==> src/rtl/npc_pkg.sv <==
package npc_pkg;
  localparam int OPC_W = 6;

  localparam logic [OPC_W-1:0] OPC_J    = 6'h02;
  localparam logic [OPC_W-1:0] OPC_JAL  = 6'h03;
  localparam logic [OPC_W-1:0] OPC_BEQZ = 6'h04;
  localparam logic [OPC_W-1:0] OPC_BNEZ = 6'h05;
  localparam logic [OPC_W-1:0] OPC_JR   = 6'h06;
  localparam logic [OPC_W-1:0] OPC_JALR = 6'h07;

  typedef enum logic [1:0] {
    PC_SEQ    = 2'd0,
    PC_JABS   = 2'd1,
    PC_RIND   = 2'd2,
    PC_BRANCH = 2'd3
  } pcSrcE;

  typedef enum logic [1:0] {
    DEC_LOAD = 2'd0,
    DEC_HOLD = 2'd1,
    DEC_NOP  = 2'd2
  } decSrcE;

  // strobes from control to datapath
  typedef struct packed {
    decSrcE decSrc;
    logic   exeNop;
  } strobeS;

  // opcode class flags
  typedef struct packed {
    logic jAbs;
    logic jReg;
    logic brEqz;
    logic brNez;
  } opClassS;

  function automatic logic branchTaken(input logic [OPC_W-1:0] op, input logic zero);
    return ((op == OPC_BEQZ) && zero) || ((op == OPC_BNEZ) && !zero);
  endfunction

  function automatic logic anyJump(input logic [OPC_W-1:0] op);
    return (op == OPC_J) || (op == OPC_JAL) || (op == OPC_JR) || (op == OPC_JALR);
  endfunction
endpackage

==> src/rtl/npc_opclass.sv <==
module npc_opclass
  import npc_pkg::*;
(
  input  logic [OPC_W-1:0] opcode,
  output opClassS          cls
);
  always_comb begin
    cls       = '0;
    cls.jAbs  = (opcode == OPC_J)  || (opcode == OPC_JAL);
    cls.jReg  = (opcode == OPC_JR) || (opcode == OPC_JALR);
    cls.brEqz = (opcode == OPC_BEQZ);
    cls.brNez = (opcode == OPC_BNEZ);
  end
endmodule

==> src/rtl/npc_ctrl.sv <==
module npc_ctrl
  import npc_pkg::*;
#(
  parameter int STAGES = 2
)(
  input  logic [STAGES-1:0][OPC_W-1:0] stageOp,  // [0] decode, [1] execute
  input  logic                         exeZero,
  input  logic                         stall,
  output pcSrcE                        pcSel,
  output logic                         pcHold,
  output strobeS                       strobe
);
  localparam int DEC = 0;
  localparam int EXE = 1;

  opClassS cls [STAGES];

  for (genvar s = 0; s < STAGES; s++) begin : g_cls
    npc_opclass u_cls (.opcode(stageOp[s]), .cls(cls[s]));
  end

  logic taken;
  logic decJump;

  assign taken   = (cls[EXE].brEqz && exeZero) || (cls[EXE].brNez && !exeZero);
  assign decJump = cls[DEC].jAbs || cls[DEC].jReg;

  // older instruction (execute) first, then decode
  always_comb begin
    if (taken)               pcSel = PC_BRANCH;
    else if (cls[DEC].jAbs)  pcSel = PC_JABS;
    else if (cls[DEC].jReg)  pcSel = PC_RIND;
    else                     pcSel = PC_SEQ;
  end

  always_comb begin
    strobe = '0;
    pcHold = 1'b0;
    if (taken) begin
      strobe.decSrc = DEC_NOP;
      strobe.exeNop = 1'b1;
    end else if (stall) begin
      strobe.decSrc = DEC_HOLD;
      strobe.exeNop = 1'b1;
      pcHold        = 1'b1;
    end else if (decJump) begin
      strobe.decSrc = DEC_NOP;
      strobe.exeNop = 1'b0;
    end else begin
      strobe.decSrc = DEC_LOAD;
      strobe.exeNop = 1'b0;
    end
  end
endmodule

==> src/rtl/npc_datapath.sv <==
module npc_datapath
  import npc_pkg::*;
#(
  parameter int INSTR_W = 32
)(
  input  logic               clk,
  input  logic               rstN,
  input  logic [INSTR_W-1:0] imemInstr,
  input  strobeS             strobe,
  output logic [INSTR_W-1:0] decInstr,
  output logic [INSTR_W-1:0] exeInstr,
  output logic [OPC_W-1:0]   decOp,
  output logic [OPC_W-1:0]   exeOp
);
  localparam int OPC_LSB = INSTR_W - OPC_W;
  localparam logic [INSTR_W-1:0] NOP_WORD = '0;

  logic [INSTR_W-1:0] decNext;
  logic [INSTR_W-1:0] exeNext;

  always_comb begin
    unique case (strobe.decSrc)
      DEC_HOLD: decNext = decInstr;
      DEC_NOP:  decNext = NOP_WORD;
      default:  decNext = imemInstr;
    endcase
    exeNext = strobe.exeNop ? NOP_WORD : decInstr;
  end

  always_ff @(posedge clk) begin
    if (!rstN) begin
      decInstr <= NOP_WORD;
      exeInstr <= NOP_WORD;
    end else begin
      decInstr <= decNext;
      exeInstr <= exeNext;
    end
  end

  assign decOp = decInstr[INSTR_W-1:OPC_LSB];
  assign exeOp = exeInstr[INSTR_W-1:OPC_LSB];
endmodule

==> src/rtl/npc_kill_ctrl.sv <==
module npc_kill_ctrl
  import npc_pkg::*;
#(
  parameter int INSTR_W = 32
)(
  input  logic               clk,
  input  logic               rstN,
  input  logic [INSTR_W-1:0] imemInstr,
  input  logic               exeZero,
  input  logic               stall,
  output logic [1:0]         pcSel,
  output logic               pcHold,
  output logic [INSTR_W-1:0] decInstr,
  output logic [INSTR_W-1:0] exeInstr
);
  strobeS              strobe;
  pcSrcE               pcSrc;
  logic [OPC_W-1:0]    decOp;
  logic [OPC_W-1:0]    exeOp;
  logic [1:0][OPC_W-1:0] stageOp;

  assign stageOp[0] = decOp;
  assign stageOp[1] = exeOp;

  npc_datapath #(.INSTR_W(INSTR_W)) u_dp (
    .clk      (clk),
    .rstN     (rstN),
    .imemInstr(imemInstr),
    .strobe   (strobe),
    .decInstr (decInstr),
    .exeInstr (exeInstr),
    .decOp    (decOp),
    .exeOp    (exeOp)
  );

  npc_ctrl #(.STAGES(2)) u_ctrl (
    .stageOp(stageOp),
    .exeZero(exeZero),
    .stall  (stall),
    .pcSel  (pcSrc),
    .pcHold (pcHold),
    .strobe (strobe)
  );

  assign pcSel = pcSrc;
endmodule

==> config.mk <==
export PLATFORM = sky130hd
export DESIGN_NAME = npc_kill_ctrl
export DESIGN_NICKNAME = d
export VERILOG_FILES = /design/src/rtl/npc_pkg.sv /design/src/rtl/npc_opclass.sv /design/src/rtl/npc_ctrl.sv /design/src/rtl/npc_datapath.sv /design/src/rtl/npc_kill_ctrl.sv
export SDC_FILE = /design/constraint.sdc
export NUM_CORES = 1
export LEC_CHECK = 0
export ABC_AREA = 1
export BUFFER_PORTS_ARGS = -buffer_cell sky130_fd_sc_hd__buf_2
export CAP_MARGIN = 20
export CORE_MARGIN = 2
export CORE_UTILIZATION = 40
export CTS_BUF_LIST = sky130_fd_sc_hd__clkbuf_8 sky130_fd_sc_hd__clkbuf_16
export CTS_CLUSTER_DIAMETER = 40
export DETAILED_ROUTE_END_ITERATION = 12
export PLACE_DENSITY_LB_ADDON = 0.08
export SLEW_MARGIN = 10
export SYNTH_ARGS = -nofsm -noshare
export SYNTH_HDL_FRONTEND = slang
export SYNTH_SLANG_ARGS = --single-unit
==> constraint.sdc <==
create_clock -name clk -period 1.2 [get_ports clk]
set_input_delay 0.06 -clock clk [delete_from_list [all_inputs] [get_ports clk]]
set_output_delay 0.06 -clock clk [all_outputs]
set_load 0.005 [all_outputs]
Word level (Yosys, flattened, before mapping):

Index checks and enable logic that the tools add are counted.

* equality and inequality tests: 8
* muxes and demuxes: 9
* bitwise gates (word level): 1
* reductions and logical operators: 8

Operators by type and width (count)
* 32-bit case mux with 2 select lines: 1
* 6-bit by 3-bit == test with 1-bit output, second input constant: 4
* 6-bit by 2-bit == test with 1-bit output, second input constant: 2
* 3-bit 2-to-1 mux: 3
* 2-bit 2-to-1 mux: 3
* 1-bit logical OR: 4
* 2-bit by 1-bit == test with 1-bit output, second input constant: 1
* 2-bit == test, second input constant: 1
* 1-bit logical AND: 2
* 1-bit 2-to-1 mux: 2
* 2-bit OR reduction: 1
* 1-bit zero test: 1
* 1-bit NOT: 1

* register bits after elaboration: 64
* input port bits: 36
* output and inout bits: 67
* word-level logic and storage cells: 28

Depth between registers and ports, before layout:

* depth after elaboration: 8
* gate-level depth with buffers: 8

By module:

From an unflattened synthesis, not the netlist that was laid out.

* cells, all modules: 335
* area total of the unflattened synthesis: 2461.1 µm²

By module, submodules not included
* npc_datapath: instances 1, cells an instance 290, area an instance 2269.7 µm², sequential area each 1281.2 µm²
* npc_opclass: instances 2, cells an instance 13, area an instance 53.8 µm², sequential area each 0.0 µm²
* npc_ctrl: instances 1, cells an instance 19, area an instance 83.8 µm², sequential area each 0.0 µm²

Worst setup path after synthesis:

No wires, ideal clock.

* kind: register to register
* from: register u_dp.exeInstr[31]
* to: register u_dp.decInstr[25]
* library setup time: 0.138 ns
* data arrival time: 1.055 ns
* required time: 1.062 ns
* setup slack: 0.008 ns
* cell stages (with the launch flop): 7
* path buffers: 2
* clock period less this slack: 1.192 ns
* cell sequence: dfxtp_1 > nor3b_2 > nand2_4 > buf_6 > buf_6 > nand3_2 > a21oi_2

* cells in the longest elaborated chain, start to end: 6

RTL lines
* start: declaration: RTL line npc_datapath.sv:11 `output logic [INSTR_W-1:0] exeInstr,`
* start signal: assignment: RTL line npc_datapath.sv:36 `exeInstr <= exeNext;`
* 6-bit by 3-bit == test with 1-bit output, on equally long branches: RTL line npc_opclass.sv:11, npc_opclass.sv:12
* 1-bit logical AND: RTL line npc_ctrl.sv:25 `assign taken = (cls[EXE].brEqz && exeZero) || (cls[EXE].brNez && !exeZero);`
* 1-bit logical OR *: RTL line npc_ctrl.sv:25
* 3-bit 2-to-1 mux *: RTL line npc_ctrl.sv:39 `if (taken) begin`
* 2-bit == test or 2-bit by 1-bit == test with 1-bit output (tied branches): RTL line npc_datapath.sv:22 `unique case (strobe.decSrc)`
* 32-bit case mux with 2 select lines: RTL line npc_datapath.sv:22
* end signal: assignment: RTL line npc_datapath.sv:35 `decInstr <= decNext;`
* end: declaration: RTL line npc_datapath.sv:10 `output logic [INSTR_W-1:0] decInstr,`

Every way passes the cells marked *; elsewhere a longest branch is shown, timed or not.
A chain may end at the register's enable or synchronous reset.

Worst setup path in the final report:

* from: register u_dp.exeInstr[27]
* to: output pcSel[1]

* cells in the longest elaborated chain, start to end: 4

RTL lines
* 6-bit by 3-bit == test with 1-bit output, on equally long branches: RTL line npc_opclass.sv:11, npc_opclass.sv:12
* 1-bit logical AND: RTL line npc_ctrl.sv:25
* 1-bit logical OR *: RTL line npc_ctrl.sv:25
* 2-bit 2-to-1 mux *: RTL line npc_ctrl.sv:30 `if (taken) pcSel = PC_BRANCH;`
* end: declaration: RTL line npc_kill_ctrl.sv:11 `output logic [1:0] pcSel,`

Marks and branches as above.

==> flow_metrics.py <==
metrics = {
    "sta": {
        "worstMarginPinSlew_ns": 0.404,
        "setup_slack_ns": -0.219,
        "tns_ns": -7.74,
        "report.final.slew_viol_count": 0,
        "relSlewSlack": 0.731,
        "min_period_ns": 1.42,
        "fin_crit_sh": 1.18,
        "hold_viol_final": 0,
        "clock.fmax_mhz": 705,
        "setup_viol": 67,
        "timing.hold.ws_ns": 0.181,
        "rsz0062_at_grt": "true",
        "skew_ns": 0.00662,
    },
    "worst_hold_path": {
        "hold_start": "rstN",
        "min_to": "u_dp.decInstr[19]",
        "hold_depth": 4,
        "hold_class": "in -> reg",
    },
    "clocking": {
        "clock_sinks": 64,
        "clk_latency_ns": 0.33,
        "cts_buffers": 9,
        "cts-htree-levels": 3,
        "clk_pin_slew_ns": 0.07,
        "clk_path_buf_depth": 2,
        "cts_tree": "done",
        "cts_root_buf": "clkbuf_8",
    },
    "flow_run": {
        "timing.max_cap.violations": 0,
    },
    "power": {
        "p_int_mw": 4.21,
        "seqPwrFrac": 0.421,
        "power.density_nw_per_um2": 1410,
        "p_leak_nw": 1.79,
        "p_comb_frac": 0.121,
        "p_switching_mw": 1.18,
        "p_clk_frac": 0.457,
        "p_sw_frac": 0.219,
        "vdd_drop_max_mv": 0.948,
    },
    "critical_path": {
        "worst_ep_arrival_time_ns": 1.36,
        "reg2reg_depth": 8,
        "criticalPathCategory": "reg -> out",
        "cp.required_ns": 1.14,
        "cp_max_fo": 4,
        "reg2reg_slack_ns": -0.16,
        "r2r_end": "u_dp.exeInstr[31]",
        "end_kind": "output port",
        "worstSetupStartpointType": "flop",
        "rr_startpoint": "u_dp.exeInstr[27]",
    },
    "synthesis": {
        "syn_area_um2": 2330,
        "ys_ff_latch": 64,
        "yosysTopAreaCell": "dfxtp_1",
        "synthCells": 261,
        "synth_top_cells_by_area": "dfxtp_1 (55%), nand3_1 (12%), a21oi_1 (5.8%), nor2_1 (5.6%), inv_1 (5.5%)",
        "synth.avg_cell_area_um2": 8.94,
        "yosys.cell_types.count": 18,
        "ys_seq_area_frac": 0.549,
        "yosysWarnings": 0,
        "synth_top_area_frac": 0.549,
        "syn_nets": 297,
    },
    "finish": {
        "fin_nets": 449,
        "n_antenna_cell": 0,
        "postLayoutCoreUtil": 0.687,
        "drive_above_1_share": 0.440,
        "fillers": 455,
        "stdcell_count": 490,
        "syn_to_final_growth_pct": 64.1,
        "postLayoutCellArea_um2": 3830,
    },
    "placed_design": {
        "dp_hpwl_mm": 3.62,
        "place_inst": 429,
        "port_buffers": 102,
        "gp_congestion": 0.737,
        "placed_area_um2": 2940,
    },
    "run_status": {
        "status": "finished with violations",
        "violations": "negative setup slack",
    },
    "route": {
        "drcViolationCount": 0,
        "ant_nets": 0,
        "wl_per_cell_um": 13.3,
        "firstDrtPassIters": 4,
        "wl_mm": 6.51,
        "vias": 2271,
        "vias_per_cell": 4.63,
        "first_iter_violations": 88,
    },
    "die": {
        "rows": 27,
        "dieHeight_um": 80.4,
        "coreArea_um2": 5570,
        "start_util": 0.419,
        "dieArea_um2": 6460,
        "io_pins": 103,
        "die_x_um": 80.4,
    },
    "global_route": {
        "grt_use_total": 0.201,
        "grt_pass1_wl_mm": 9.73,
        "antenna_found_initial": 0,
        "first_global_vias": 2036,
        "grt_max_degree": 34,
        "overflow": 0,
    },
}
-- metrics by stage --
step	total power [mW]	setup slack (ns)
global route	5.59	-0.303
CTS	5.39	-0.231
floorplan	2.56	0.00760
detailed placement	2.78	-0.414
global placement	2.77	-0.349
finish	5.38	-0.219
-- Yosys cell counts --
cell type	count
inv_1	34
o21ai_0	2
nor3b_2	1
a21oi_2	6
a21oi_4	1
buf_1	3
nand3_2	11
a21oi_1	27
nor2_1	35
nand3_1	54
buf_4	1
clkbuf_1	3
buf_2	4
nand2_1	3
nand2_4	1
buf_6	9
nor2_2	2
dfxtp_1	64
-- repair_timing --
action / 4_1_cts / 5_1_grt
hold buffers: 31 / 1
setup endpoints to repair: 35 / 67
setup buffers: 8 / 0
endpoints found under the hold margin: 31 / 1
gates resized for setup: 12 / 19
pin swaps: 6 / 4
cloned: 2 / 3
-- state kept, by name, summed over array words and instances, names as in the netlist --
signal         flops
u_dp.exeInstr     32
u_dp.decInstr     32
-- cell families (layout without fill, tap and decap cells) --
kind of cell / after synthesis / in the layout / synth area share
AOI/OAI and AO/OA: 36 / 37 / 0.0917
DFF: 64 / 64 / 0.549
buffers and inverters: 54 / 210 / 0.120
and+or+nand+nor: 107 / 107 / 0.240
-- cells in the final DEF (no fill, tap or decap), types with 3 or more instances in the layout --
master | synthesis | routed
a21oi_2 | 6 | 8
bufinv_16 | 0 | 4
nand3_2 | 11 | 14
dfxtp_1 | 64 | 60
dfxtp_2 | 0 | 3
inv_1 | 34 | 34
nor2_4 | 0 | 4
buf_4 | 1 | 14
buf_12 | 0 | 6
nor2_1 | 35 | 32
nand3_1 | 54 | 50
a21oi_1 | 27 | 25
clkbuf_16 | 0 | 3
buf_2 | 4 | 102
dlygate4sd3_1 | 0 | 32
clkbuf_8 | 0 | 10
-- how the worst max path moves through the flow --
stage	from	endpoint	slack, ns	depth (start not counted)
floorplan	u_dp.exeInstr[31]	u_dp.decInstr[25]	0.008	6
global placement	u_dp.decInstr[27]	u_dp.decInstr[5]	-0.35	5
detailed placement	u_dp.decInstr[27]	u_dp.decInstr[19]	-0.41	5
CTS	u_dp.exeInstr[29]	pcSel[1]	-0.23	7
global route	u_dp.exeInstr[27]	pcSel[1]	-0.30	7
finish	u_dp.exeInstr[27]	pcSel[1]	-0.22	7
-- worst max-delay path, cell delays in order (launching register included) --
cell	delay, ns
dfxtp_2	0.33
nor2_2	0.11
nand2_2	0.07
nor2_4	0.13
nand2_4	0.07
buf_12	0.14
o21ai_2	0.05
buf_2	0.13
-- final cells by class --
| class | count | area, µm² | area share |
|---|---|---|---|
| timing repair buffer | 160 | 1180 | 0.309 |
| sequential | 64 | 1290 | 0.336 |
| clock inverter | 6 | 130 | 0.0340 |
| inverter | 34 | 128 | 0.0333 |
| clock buffer | 10 | 138 | 0.0359 |
| multi-input combinational | 144 | 871 | 0.227 |
| tap | 72 | 90.1 | 0.0235 |
-- power by group through the flow --
stage	Clock (mW)	Combinational [mW]	Sequential, mW
after global placement	0	0.458	2.31
after global routing	2.60	0.714	2.28
after floorplan	0	0.243	2.32
after detailed placement	0	0.464	2.31
final	2.46	0.654	2.27
after CTS	2.52	0.604	2.27
-- routing by layer --
metal	vias to the layer above	GRT usage	wire, µm
li1	1147	-	-
met1	1048	0.239	2810
met2	68	0.333	3230
met3	8	0.0596	352
met4	0	0.0932	118
met5	-	0	0
Power figures use the tool's default switching activity.
